## config.mk

```make
export PLATFORM = sky130hd
export DESIGN_NAME = src_operand_fetch
export DESIGN_NICKNAME = d
export VERILOG_FILES = /design/src/rtl/sof_pkg.sv /design/src/rtl/sof_mode_decode.sv /design/src/rtl/sof_lane_pick.sv /design/src/rtl/src_operand_fetch.sv
export SDC_FILE = /design/constraint.sdc
export NUM_CORES = 1
export LEC_CHECK = 0
export ABC_AREA = 1
export BUFFER_PORTS_ARGS = -buffer_cell sky130_fd_sc_hd__buf_2
export CELL_PAD_IN_SITES_DETAIL_PLACEMENT = 0
export CELL_PAD_IN_SITES_GLOBAL_PLACEMENT = 1
export CORE_AREA = 3 3 130 132
export CTS_CLUSTER_SIZE = 40
export DETAILED_ROUTE_END_ITERATION = 12
export DIE_AREA = 0 0 133 135
export GPL_TIMING_DRIVEN = 0
export PLACE_DENSITY_LB_ADDON = 0.1
export SLEW_MARGIN = 20
export SYNTH_ARGS = -nofsm -noshare
export SYNTH_HDL_FRONTEND = slang
export SYNTH_SLANG_ARGS = --single-unit
```

## constraint.sdc

```tcl
create_clock -name clk -period 3.1 [get_ports clk]
set_clock_uncertainty 0.05 [all_clocks]
set_input_delay 0.93 -clock clk [delete_from_list [all_inputs] [get_ports clk]]
set_output_delay 0.93 -clock clk [all_outputs]
set_load 0.03 [all_outputs]
```

## src/rtl/sof_pkg.sv

```systemverilog
package sof_pkg;

  typedef enum logic [2:0] {
    K_REG,
    K_CONST,
    K_IND,
    K_AUTO,
    K_INDEX,
    K_IMM
  } kind_t;

  typedef enum logic [2:0] {
    S_IDLE,
    S_EXT,
    S_EXTC,
    S_RD,
    S_CAP
  } st_t;

endpackage

```

## src/rtl/sof_mode_decode.sv

```systemverilog
module sof_mode_decode import sof_pkg::*; #(
  parameter int DW     = 16,
  parameter int RW     = 4,
  parameter int PC_IDX = 0,
  parameter int CG1    = 2,
  parameter int CG2    = 3
) (
  input  logic [1:0]    as_i,
  input  logic [RW-1:0] sreg_i,
  output kind_t         kind_o,
  output logic [DW-1:0] cval_o,
  output logic          base_zero_o
);

  always_comb begin
    kind_o      = K_REG;
    cval_o      = '0;
    base_zero_o = 1'b0;
    if (sreg_i == RW'(CG2)) begin
      kind_o = K_CONST;
      case (as_i)
        2'b00:   cval_o = DW'(0);
        2'b01:   cval_o = DW'(1);
        2'b10:   cval_o = DW'(2);
        default: cval_o = '1;
      endcase
    end else if (sreg_i == RW'(CG1) && as_i[1]) begin
      kind_o = K_CONST;
      cval_o = as_i[0] ? DW'(8) : DW'(4);
    end else begin
      case (as_i)
        2'b00: kind_o = K_REG;
        2'b01: begin
          kind_o      = K_INDEX;
          base_zero_o = (sreg_i == RW'(CG1));
        end
        2'b10:   kind_o = K_IND;
        default: kind_o = (sreg_i == RW'(PC_IDX)) ? K_IMM : K_AUTO;
      endcase
    end
  end

endmodule

```

## src/rtl/sof_lane_pick.sv

```systemverilog
module sof_lane_pick #(
  parameter int DW = 16
) (
  input  logic [DW-1:0]                   word_i,
  input  logic [$clog2(DW/8)-1:0]         lane_i,
  input  logic                            byte_i,
  output logic [DW-1:0]                   data_o
);

  localparam int LANES = DW / 8;

  logic [7:0] lanes [LANES];

  for (genvar g = 0; g < LANES; g++) begin : g_lane
    assign lanes[g] = word_i[g*8 +: 8];
  end

  assign data_o = byte_i ? {{(DW-8){1'b0}}, lanes[lane_i]} : word_i;

endmodule

```

## src/rtl/src_operand_fetch.sv

```systemverilog
module src_operand_fetch import sof_pkg::*; #(
  parameter int DW     = 16,
  parameter int AW     = 16,
  parameter int RW     = 4,
  parameter int CW     = 2,
  parameter int PC_IDX = 0,
  parameter int CG1    = 2,
  parameter int CG2    = 3
) (
  input  logic          clk,
  input  logic          rst_n,
  input  logic          start_i,
  input  logic [1:0]    as_i,
  input  logic [RW-1:0] sreg_i,
  input  logic          byte_i,
  input  logic [DW-1:0] reg_val_i,
  input  logic [AW-1:0] pc_i,
  input  logic [DW-1:0] mem_rdata_i,
  output logic          mem_rd_o,
  output logic [AW-1:0] mem_addr_o,
  output logic [DW-1:0] opnd_o,
  output logic          done_o,
  output logic          reg_wr_o,
  output logic [RW-1:0] reg_wr_idx_o,
  output logic [AW-1:0] reg_wr_val_o,
  output logic [CW-1:0] ext_cnt_o,
  output logic [AW-1:0] pc_next_o
);

  localparam int LANE_BITS = $clog2(DW/8);

  function automatic logic [DW-1:0] keep_low(input logic [DW-1:0] v, input logic b);
    return b ? {{(DW-8){1'b0}}, v[7:0]} : v;
  endfunction

  function automatic logic [AW-1:0] step_reg(input logic [AW-1:0] r, input logic b);
    return r + (b ? AW'(1) : AW'(2));
  endfunction

  function automatic logic [AW-1:0] pc_advance(input logic [AW-1:0] pc, input logic [CW-1:0] n);
    return pc + (AW'(n) << 1);
  endfunction

  st_t           st;
  kind_t         kind_q;
  logic          byte_q;
  logic [RW-1:0] idx_q;
  logic [AW-1:0] base_q;
  logic [AW-1:0] addr_q;
  logic [AW-1:0] pc_q;
  logic [CW-1:0] cnt_q;
  logic [DW-1:0] opnd_q;
  logic          done_q;
  logic          wr_q;
  logic [AW-1:0] wr_val_q;

  kind_t         kind_d;
  logic [DW-1:0] cval_d;
  logic          base_zero_d;
  logic [DW-1:0] picked;

  // named events for the checker
  logic busy;
  logic accept;
  logic ext_rd;
  logic opnd_rd;

  assign busy    = (st != S_IDLE);
  assign accept  = start_i && !busy;
  assign ext_rd  = (st == S_EXT);
  assign opnd_rd = (st == S_RD);

  sof_mode_decode #(
    .DW(DW), .RW(RW), .PC_IDX(PC_IDX), .CG1(CG1), .CG2(CG2)
  ) u_dec (
    .as_i        (as_i),
    .sreg_i      (sreg_i),
    .kind_o      (kind_d),
    .cval_o      (cval_d),
    .base_zero_o (base_zero_d)
  );

  sof_lane_pick #(.DW(DW)) u_lane (
    .word_i (mem_rdata_i),
    .lane_i (addr_q[LANE_BITS-1:0]),
    .byte_i (byte_q),
    .data_o (picked)
  );

  always_ff @(posedge clk or negedge rst_n) begin
    if (!rst_n) begin
      st       <= S_IDLE;
      kind_q   <= K_REG;
      byte_q   <= 1'b0;
      idx_q    <= '0;
      base_q   <= '0;
      addr_q   <= '0;
      pc_q     <= '0;
      cnt_q    <= '0;
      opnd_q   <= '0;
      done_q   <= 1'b0;
      wr_q     <= 1'b0;
      wr_val_q <= '0;
    end else begin
      done_q <= 1'b0;
      wr_q   <= 1'b0;
      case (st)
        S_IDLE: begin
          if (accept) begin
            kind_q <= kind_d;
            byte_q <= byte_i;
            idx_q  <= sreg_i;
            pc_q   <= pc_i;
            cnt_q  <= '0;
            base_q <= base_zero_d ? '0 : AW'(reg_val_i);
            case (kind_d)
              K_REG: begin
                opnd_q <= keep_low(reg_val_i, byte_i);
                done_q <= 1'b1;
              end
              K_CONST: begin
                opnd_q <= keep_low(cval_d, byte_i);
                done_q <= 1'b1;
              end
              K_IND, K_AUTO: begin
                addr_q <= AW'(reg_val_i);
                st     <= S_RD;
              end
              default: begin
                addr_q <= pc_i;
                st     <= S_EXT;
              end
            endcase
          end
        end
        S_EXT: begin
          cnt_q <= cnt_q + CW'(1);
          st    <= S_EXTC;
        end
        S_EXTC: begin
          if (kind_q == K_IMM) begin
            opnd_q <= keep_low(mem_rdata_i, byte_q);
            done_q <= 1'b1;
            st     <= S_IDLE;
          end else begin
            addr_q <= base_q + AW'(mem_rdata_i);
            st     <= S_RD;
          end
        end
        S_RD: st <= S_CAP;
        S_CAP: begin
          opnd_q <= picked;
          done_q <= 1'b1;
          if (kind_q == K_AUTO) begin
            wr_q     <= 1'b1;
            wr_val_q <= step_reg(base_q, byte_q);
          end
          st <= S_IDLE;
        end
        default: st <= S_IDLE;
      endcase
    end
  end

  assign mem_rd_o     = ext_rd || opnd_rd;
  assign mem_addr_o   = addr_q;
  assign opnd_o       = opnd_q;
  assign done_o       = done_q;
  assign reg_wr_o     = wr_q;
  assign reg_wr_idx_o = idx_q;
  assign reg_wr_val_o = wr_val_q;
  assign ext_cnt_o    = cnt_q;
  assign pc_next_o    = pc_advance(pc_q, cnt_q);

endmodule

```

# Yosys cells after proc, flatten, opt, wreduce, memory -nomap -nowiden
# Index checks and enable logic that the tools add are counted.
# classes
addsub,4
magnitude_cmp,1
eq_ne,18
mux,40
n_bitwise,1
reduce_logical,20
# ops
op,count
16-bit two-way mux,11
16-bit case mux with 2 select lines,3
16-bit case mux with 3 select lines,2
8-bit two-way mux,3
16-bit adder,1
16-bit by 2-bit adder with 16-bit output,1
16-bit by 3-bit adder with 16-bit output,1
"3-bit by 2-bit equality test with 1-bit output, second input constant",5
3-bit two-way mux,4
3-bit case mux with 4 select lines,1
3-bit case mux with 3 select lines,1
"4-bit by 2-bit equality test with 1-bit output, second input constant",2
1-bit two-way mux,8
"2-bit != test, second input constant",4
2-bit AND reduction,4
4-bit AND reduction,2
"3-bit by 1-bit equality test with 1-bit output, second input constant",2
"3-bit equality test, second input constant",2
3-bit zero test,2
2-bit two-way mux,3
3-bit case mux with 2 select lines,1
3-bit nonzero test,2
4-bit zero test,1
4-bit two-way mux,1
14 further kinds,17
# totals
register_bits,95
input_bits,58
out_inout_bits,73
word_cells,96

# Longest topological paths before layout
# Gate-level depths: netlist (run 1).
# depth
word_depth,10
ltp_mapped,13
mapped_depth_nobuf,13

# Hierarchy
# Synthesis (run 1) repeated with hierarchy kept, for this count alone.
# unflattened
cells_unflattened,892
hier_area_um2,6369.9
# by_module_without_submodules
mod,n_inst,cells_per_inst,area_each_um2,seq_area_each_um2
src_operand_fetch,1,807,5930.7,2377.3
sof_mode_decode,1,41,227.7,0.0
sof_lane_pick,1,44,211.5,0.0

# Least setup slack after synthesis (run 1)
# OpenSTA, ideal clock, no wires.
# synth_path
path_type,register to output
start,register cnt_q[0] (netlist: ext_cnt_o[0])
end,output pc_next_o[13]
arrival_time_ps,2437
required_ps,2120
path_slack_ps,-317
path_stages_with_launch,11
path_buffers,0
cell_sequence,dfrtp_1 ha_1 inv_1 fa_1 nor2_1 nand3_1 nor2_1 nand3_1 nor2_1 nand2_1 xor2_1
# synth_between
elab_chain_cells,1
# synth_rtl
item,line_no,rtl
start: declaration,src_operand_fetch.sv:51,logic [CW-1:0] cnt_q;
start signal: assignment,src_operand_fetch.sv:137,cnt_q <= cnt_q + CW'(1);
16-bit by 3-bit adder with 16-bit output,src_operand_fetch.sv:41,return pc + (AW'(n) << 1);
end: declaration,src_operand_fetch.sv:27,output logic [AW-1:0] pc_next_o
# No other way between the ends.

# Worst setup path after layout (run 1)
# Same ends and word-level chain as after synthesis.

==> results of run 1 <==
==> where the power goes <==
group | switching, W | internal, W | total (W)
Clock | 0.000505 | 0.000591 | 0.00110
Combinational | 0.00312 | 0.00144 | 0.00456
Sequential | 0.000461 | 0.00179 | 0.00225
Total | 0.00409 | 0.00382 | 0.00791
==> cells by family (layout without fill, tap and decap cells) <==
family / count (synthesis) / in the layout
compound gates: 150 / 150
simple gates: 442 / 442
flops: 95 / 95
xor+xnor: 20 / 20
fa+ha+maj: 22 / 22
buf+inv: 141 / 298
==> sequential cells by signal, indices dropped and copies added, names as in the netlist <==
name	cells
reg_wr_o	1
reg_wr_idx_o	4
base_q	16
opnd_o	16
byte_q	1
ext_cnt_o	2
kind_q	3
done_o	1
reg_wr_val_o	16
st	3
mem_addr_o	16
pc_q	16
==> what timing repair did <==
item / 4_1_cts / 5_1_grt
endpoints found under the setup margin: 6 / 8
resized for setup: 19 / 8
buffers inserted: 7 / 3
pin swaps: 7 / 7
==> worst paths after layout <==
kind	startpoint	to	slack, ns	depth (start not counted)
worst max-delay path	ext_cnt_o[0]	pc_next_o[13]	-0.14	11
max in group asynchronous	rst_n	base_q[5]	1.95	2
worst min register to register	reg_wr_val_o[8]	reg_wr_val_o[8]	0.42	2
worst min-delay path	reg_wr_val_o[8]	reg_wr_val_o[8]	0.42	2
worst max register to register	base_q[0]	mem_addr_o[8]	0.95	13
min in group asynchronous	rst_n	pc_q[11]	0.43	1
==> layout make-up <==
cell class	count	area, µm²	area share
clock buffer	12	256.5	0.03378
inverter	116	437.9	0.05768
sequential	95	2380	0.3134
buffer	25	137.6	0.01813
tap	216	270.3	0.03560
timing repair buffer	141	785.8	0.1035
clock inverter	4	28.78	0.003790
multi-input combinational	634	3296	0.4341
==> through the flow <==
stage / cell area [µm²] / std cells / setup slack, ns
finish: 7592 / 1243 / -0.1394
global route: 7592 / 1243 / -0.2386
CTS: 7536 / 1240 / -0.2266
detailed placement: 7123 / 1217 / -0.1431
global placement: 7089 / 1216 / -0.1827
floorplan: 6168 / 870 / 0.01150
==> per-layer routing <==
metal | routed length (µm) | up-vias
met5 | 0 | -
met2 | 9295 | 191
met1 | 10360 | 2847
met4 | 607 | 0
met3 | 1267 | 28
li1 | - | 3089
==> cells in the final DEF, fill, tap and decap left out, drive strengths merged <==
master      n
o211ai      4
and3        1
nand2     277
clkinvlp    2
nor2       62
xnor2       4
inv       116
o21ai      99
or2         1
a31oi       7
o21bai      1
nor3        8
clkbuf     22
a21oi      36
clkinv      2
nand4       9
fa          3
and2        2
a21boi      2
nand3      74
xor2       16
buf       156
nor4        1
ha         19
dfrtp      95
nand3b      7
o31ai       1
==> critical path, cell delays in order, from the launching register on <==
cell     delay [ns]
dfrtp_2        0.39
ha_4           0.15
inv_2          0.03
fa_2           0.37
nor2_4         0.16
nand3_4        0.10
nor2_4         0.12
nand3_4        0.09
nor2_4         0.14
nand2_4        0.08
xor2_4         0.15
buf_6          0.14
==> flow_summary.json, run 1 <==
{
  "status": "complete, but fails checks",
  "violations": "setup timing",
  "antenna_found_initial": 0,
  "io_pins": 131,
  "synthAdderAreaFrac": 0.04852,
  "max_cap_viol_count": 0,
  "setup_tns_ns": -0.3489,
  "finalSetupViolCount": 4,
  "synth-edff-count": 0,
  "wl_per_cell_um": 17.32,
  "worst_pin_slew_ns": 0.5954,
  "clk_pin_slew_ns": 0.07,
  "cts_max_level": 3,
  "fin_nets": 1102,
  "layout_setup_ws_ns": -0.1394,
  "num_rows": 46,
  "netlist_area_mm2": 0.006137,
  "worst_setup_path_end_kind": "primary output",
  "synthTopCellsByArea": "dfrtp_1, nand2_1, o21ai_0, inv_1, nand3_1",
  "worst-setup-path-type": "reg2out",
  "fp.dieW_um": 133,
  "netlist_top_cells_count": "nand2_1, inv_1, dfrtp_1",
  "startpoint_type": "register",
  "ant_nets": 0,
  "synth_fp_nets": 950,
  "synth_top_family_by_area": "simple AND/OR/NAND/NOR gates",
  "synth_top_area_cell": "dfrtp_1",
  "max_slew_margin": 0.6031,
  "drtIter0Drc": 476,
  "num_antenna_cells": 0,
  "drc": 0,
  "slew_viol_final": 0,
  "fin_total_pwr_w": 0.007914,
  "routed_wl_mm": 21.53,
  "synth_xor_area_frac": 0.02854,
  "grt_pass1_wl_mm": 33.09,
  "critPathMaxFanout": 3,
  "die-area_mm2": 0.01796,
  "globalplace.congestion": 0.9338,
  "hold_violations": 0,
  "synth_most_common_cell": "nand2_1",
  "pwr_density_cell_mw_per_mm2": 1042,
  "synthFlopType": "dfrtp_1",
  "utilization": 0.4797,
  "cts_made_buffers": 9,
  "route.vias.total": 6155,
  "leakage_nw": 4.061,
  "timing.hold.ws_ns": 0.4241,
  "routed_via_density": 4.952,
  "hold_buffers": 0,
  "grt_busiest_layer": "met2",
  "port_buffers": 130,
  "fill_cells": 1702,
  "arrival_ns": 2.26,
  "synth_simple_gate_area_share": 0.3105,
  "grtUsageTotal": 0.2413,
  "synth.distinct_cells": 38,
  "rsz0062_at_grt": "yes",
  "synth_compound_area_frac": 0.1313,
  "cts_buffer_depth": 2,
  "finalCritPeriodShare": 1.045,
  "fp.coreArea_mm2": 0.01583,
  "clk_latency_ns": 0.35,
  "ys_seq_elements": 95,
  "synth_warnings": 0,
  "min_path_type": "reg2reg",
  "syn_area_per_cell_um2": 7.054,
  "initial_utilization": 0.3877,
  "period_needed_ns": 3.239,
  "globalRouteOverflowTotal": 0,
  "cp.required_ns": 2.12,
  "fp.dieH_um": 135,
  "synth_cells": 870,
  "root_buffer": "clkbuf_16",
  "yosys-mux-area-fraction": 0,
  "vdd_drop_max_v": 0.0004285,
  "hpwl_mm": 17.11,
  "async_flop_share": 1.000,
  "grt_use_met2": 0.3646,
  "globalRouteMet1Util": 0.3472,
  "synth_top_area_frac": 0.3874,
  "clkSinkCount": 95,
  "fmax_mhz": 308.7,
  "syn2layout_area_growth_pct": 23.71,
  "drive_above_1_share": 0.2113,
  "drtPass1Iterations": 5,
  "ys_seq_area_frac": 0.3874,
  "grt_pass1_vias": 5923,
  "cts_tree": "done",
  "grt_max_degree": 60,
  "met3_usage": 0.04173
}
(Power assumes the default switching activity.)
==> run 2, diff against run 1 <==
==> constraint.sdc (replaced) <==
create_clock -name clk -period 3.1 [get_ports clk]
set_clock_uncertainty 0.05 [all_clocks]
set_input_delay 0.62 -clock clk [delete_from_list [all_inputs] [get_ports clk]]
set_output_delay 0.62 -clock clk [all_outputs]
set_load 0.03 [all_outputs]
==> run 2 against run 1 <==
Effect of this change:
- the flow now finishes without violations
- design area shrank 1.1%
- highest routed layer unchanged
- combinational power down 1%
- core utilization is 0.53 points lower
==> flow_summary.json, run 2 (synthesis gave the netlist of run 1 again) <==
{
  "cts_made_buffers": 9,
  "leakage_nw": 4.028,
  "grtUsageTotal": 0.2362,
  "wl_per_cell_um": 17.21,
  "clk_latency_ns": 0.36,
  "mostFrequentLayoutCells": "nand2_1, buf_2, inv_1",
  "drc": 0,
  "period_needed_ns": 3.002,
  "antenna_found_initial": 0,
  "r2r-end": "mem_addr_o[8]",
  "drtPass1Iterations": 5,
  "vdd_drop_max_v": 0.0004013,
  "fill_cells": 1717,
  "max_cap_viol_count": 0,
  "fp.coreArea_mm2": 0.01583,
  "cts_buffer_depth": 2,
  "drive_above_1_share": 0.2008,
  "fin_nets": 1096,
  "rsz0062_at_grt": "yes",
  "port_buffers": 130,
  "rrSetupSlack_ns": 0.96,
  "finalCritPeriodShare": 0.9684,
  "max_slew_margin": 0.5990,
  "grt_max_degree": 66,
  "reg2regPathDepth": 13,
  "cts_max_level": 3,
  "layout_commonest_cell": "nand2_1",
  "syn2layout_area_growth_pct": 22.34,
  "drtIter0Drc": 459,
  "hpwl_mm": 16.99,
  "hold_buffers": 0,
  "fin_cells": 1237,
  "route.vias.total": 6178,
  "cp.required_ns": 2.43,
  "initial_utilization": 0.3877,
  "place_inst": 1217,
  "postLayoutCellArea_mm2": 0.007508,
  "clk_pin_slew_ns": 0.07,
  "clkSinkCount": 95,
  "pwr_density_cell_mw_per_mm2": 1055,
  "fmax_mhz": 333.1,
  "ant_nets": 0,
  "grt_pass1_vias": 5805,
  "finalSetupViolCount": 0,
  "globalRouteOverflowTotal": 0,
  "grt_pass1_wl_mm": 32.55,
  "io_pins": 131,
  "multiInputGateArea_mm2": 0.003252,
  "num_rows": 46,
  "worst_setup_path_end_kind": "primary output",
  "startpoint_type": "register",
  "slew_viol_final": 0,
  "regToRegStartpoint": "base_q[0]",
  "regArea_mm2": 0.002377,
  "hold_violations": 0,
  "fp.dieW_um": 133,
  "worst-setup-path-type": "reg2out",
  "cts_tree": "done",
  "globalplace.congestion": 0.9100,
  "routed_via_density": 4.994,
  "worst_pin_slew_ns": 0.6015,
  "post_dp_cell_area_mm2": 0.007099,
  "num_antenna_cells": 0,
  "status": "complete, no violations",
  "min_path_type": "in2async",
  "die-area_mm2": 0.01796,
  "root_buffer": "clkbuf_16",
  "routed_wl_mm": 21.29,
  "arrival_ns": 2.33,
  "fp.dieH_um": 135,
  "critPathMaxFanout": 3
}
## run 2: cell types whose count changed in the layout (fill, tap and decap cells not counted), moves of 2 or more
cell | previous run | this run
buf_2 | 131 | 135
dfrtp_1 | 93 | 95
buf_4 | 16 | 7
nor2_2 | 3 | 0
dfrtp_2 | 2 | 0
nor2_1 | 52 | 55
## run 2: worst max-delay path, cell delays in order, from the launching register on
cell and delay [ns]:
dfrtp_1 0.38, ha_2 0.20, inv_2 0.04, fa_2 0.41
nor2_4 0.15, nand3_4 0.09, nor2_4 0.13, nand3_4 0.09
nor2_4 0.13, nand2_2 0.07, xor2_2 0.14, buf_6 0.14
## run 2: final cells by class
| class | instances | area share |
|---|---|---|
| Buffer | 25 | 0.01833 |
| Clock buffer | 10 | 0.03183 |
| Clock inverter | 6 | 0.008999 |
| Inverter | 116 | 0.05832 |
| Multi-Input combinational cell | 634 | 0.4331 |
| Sequential cell | 95 | 0.3166 |
| Tap cell | 216 | 0.03599 |
| Timing Repair Buffer | 135 | 0.09682 |
## run 2: per-layer routing
layer  up-vias  global-route usage  part of all wire
li1       3085                   -                 -
met3        20             0.05291             0.074
met4         0             0.06293             0.017
met1      2869              0.3416              0.47
met5         -                   0                 0
met2       204              0.3584              0.43
## run 2: worst max path at each step
| stage | slack (ns) | from | end | cells past startpoint |
|---|---|---|---|---|
| 2_1_floorplan | 0.13 | ext_cnt_o[0] | pc_next_o[13] | 10 |
| 3_3_place_gp | 0.11 | ext_cnt_o[0] | pc_next_o[13] | 11 |
| 3_5_place_dp | 0.11 | ext_cnt_o[0] | pc_next_o[13] | 11 |
| 4_1_cts | 0.02 | pc_q[1] | pc_next_o[13] | 11 |
| 5_1_grt | -0.03 | pc_q[1] | pc_next_o[13] | 11 |
| 6_report | 0.1 | pc_q[1] | pc_next_o[13] | 11 |
## run 2: what timing repair did
action,4_1_cts,5_1_grt
setup buffers,1,3
hold endpoints to repair,0,0
endpoints found under the setup margin,2,2
gates resized for setup,9,11
pin swaps,3,5
## run 2: stage by stage
step                      hold slack (ns)  utilization  setup TNS [ns]  worst slack [ns]  total power, W
after floorplan                    0.2744            -               0            0.1278        0.005310
after global placement             0.4054       0.4464               0            0.1093        0.006669
after detailed placement           0.4107       0.4485               0            0.1122        0.006697
after CTS                         0.08885       0.4704               0           0.01750        0.007915
after global routing              0.09673       0.4744        -0.03329          -0.03131        0.008565
final                             0.07981       0.4744               0           0.09805        0.007919
## run 2: where the power goes
part	leakage [nW]	internal, W	switching (W)
Combinational	2.68	0.00140	0.00311
Sequential	1.20	0.00179	0.000454
Clock	0.145	0.000651	0.000520
Total	4.03	0.00384	0.00408
==> run 3, diff against run 2 <==
Settings changed: CORE_AREA 3 3 130 132 to 3 3 99 172, DIE_AREA 0 0 133 135 to 0 0 102 175, SKIP_CTS_REPAIR_TIMING set to 1.
==> run 3 against run 2 <==
Effect of this change:
- register-to-register slack worse by 0.32 ns
- critical endpoint unchanged
- design area is 0.77% lower
- via count is 1.4% higher
- combinational power barely moved
- clock-buffer cell count did not move
- critical path type unchanged
- sequential power is 2% higher
- critical path depth stayed put
- sequential share of layout area up 0.24 points
- non-clock buffer count is 1 lower
- clock power about the same
- core utilization down 0.50 points
- cell count down 2.3%
==> flow_summary.json, run 3 (synthesis gave the netlist of run 1 again) <==
{
  "status": "complete, no violations",
  "grt_pass1_vias": 6143,
  "max_slew_margin": 0.5861,
  "worst-setup-path-type": "reg2out",
  "fin_total_pwr_w": 0.007945,
  "cts_made_buffers": 9,
  "wl_per_cell_um": 18.54,
  "fp.dieH_um": 175,
  "period_needed_ns": 2.998,
  "worst_setup_path_end_kind": "primary output",
  "layout_setup_ws_ns": 0.1019,
  "finalCritPeriodShare": 0.9671,
  "drt-met1-wl_mm": 8.696,
  "grt_max_degree": 59,
  "post_dp_cell_area_mm2": 0.007066,
  "mostFrequentLayoutCells": "nand2_1, buf_2, inv_1",
  "vdd_drop_max_v": 0.0004947,
  "grtUsageTotal": 0.2578,
  "slew_viol_final": 0,
  "layout_commonest_cell": "nand2_1",
  "worst_pin_slew_ns": 0.6209,
  "clk_latency_ns": 0.35,
  "max_cap_viol_count": 0,
  "place_ws_ns": 0.04769,
  "syn2layout_area_growth_pct": 21.41,
  "grt_pass1_wl_mm": 34.64,
  "cp.required_ns": 2.43,
  "wl_met3_um": 972,
  "antenna_found_initial": 0,
  "arrival_ns": 2.33,
  "globalRouteOverflowTotal": 0,
  "setup_tns_ns": 0,
  "ant_nets": 0,
  "hpwl_mm": 18.30,
  "fp.dieW_um": 102,
  "io_pins": 131,
  "num_antenna_cells": 0,
  "route.met2.wl_mm": 11.56,
  "leakage_nw": 4.019,
  "maxUsedRoutingLayer": "met4",
  "hold_violations": 0,
  "routed_via_density": 5.181,
  "root_buffer": "clkbuf_16",
  "drc": 0,
  "drtPass1Iterations": 5,
  "route.vias.total": 6264,
  "cts_tree": "done",
  "finalSetupViolCount": 0,
  "critPathMaxFanout": 3,
  "drtIter0Drc": 418,
  "port_buffers": 130,
  "num_rows": 61,
  "postLayoutCellArea_mm2": 0.007451,
  "fmax_mhz": 333.5,
  "initial_utilization": 0.3866,
  "die-area_mm2": 0.01785,
  "drive_above_1_share": 0.1961,
  "min_path_type": "in2async",
  "cts_max_level": 3,
  "fp.coreArea_mm2": 0.01588,
  "globalplace.congestion": 0.9261,
  "cts_buffer_depth": 2,
  "clk_pin_slew_ns": 0.08,
  "routed_wl_mm": 22.41,
  "startpoint_type": "register",
  "pwr_density_cell_mw_per_mm2": 1066,
  "fin_nets": 1095,
  "clkSinkCount": 95
}
-- run 3: area by class of cell --
type / instances / area, µm²
inverters: 116 / 437.9
fillers: 1732 / 8424
multi-input cells: 634 / 3244
well taps: 189 / 236.5
clock inverters: 6 / 76.32
plain buffers: 25 / 137.6
flip-flops and latches: 95 / 2377
repair buffers: 134 / 711.9
clock buffers: 10 / 229.0
-- run 3: final timing paths --
kind                            startpoint                to  slack [ns]  depth (start not counted)
max reg2reg                         byte_q  reg_wr_val_o[14]        0.64                          8
min reg2reg                reg_wr_val_o[0]   reg_wr_val_o[0]        0.42                          2
max in group asynchronous            rst_n         base_q[9]        2.24                          2
max                           ext_cnt_o[0]     pc_next_o[13]        0.10                         11
min in group clk           reg_wr_val_o[0]   reg_wr_val_o[0]        0.42                          2
min                                  rst_n           pc_q[0]        0.12                          1
-- run 3: metal layers --
metal | track usage | up-vias
met5 | 0 | -
met4 | 0.1248 | 0
met3 | 0.02397 | 52
met2 | 0.4511 | 213
met1 | 0.3093 | 2919
li1 | - | 3080
-- run 3: critical path, cell delays in order (launching register included) --
cell	delay (ns)
dfrtp_1	0.37
ha_1	0.17
inv_1	0.05
fa_2	0.37
nor2_4	0.14
nand3_4	0.09
nor2_4	0.15
nand3_4	0.09
nor2_4	0.14
nand2_1	0.09
xor2_2	0.15
buf_4	0.16
-- run 3: stage by stage --
stage | instances | utilization | hold WS (ns)
2_1_floorplan | 870 | - | 0.2744
3_3_place_gp | 1189 | 0.4429 | 0.4059
3_5_place_dp | 1190 | 0.4451 | 0.4057
4_1_cts | 1206 | 0.4643 | 0.1327
5_1_grt | 1209 | 0.4693 | 0.1389
6_report | 1209 | 0.4693 | 0.1209
-- run 3: power breakdown --
part	internal (W)	leakage [nW]	switching [W]	total, W
clock	0.000641	0.143	0.000526	0.00117
combinational	0.00138	2.68	0.00311	0.00449
sequential	0.00179	1.20	0.000499	0.00229
total	0.00381	4.02	0.00414	0.00795
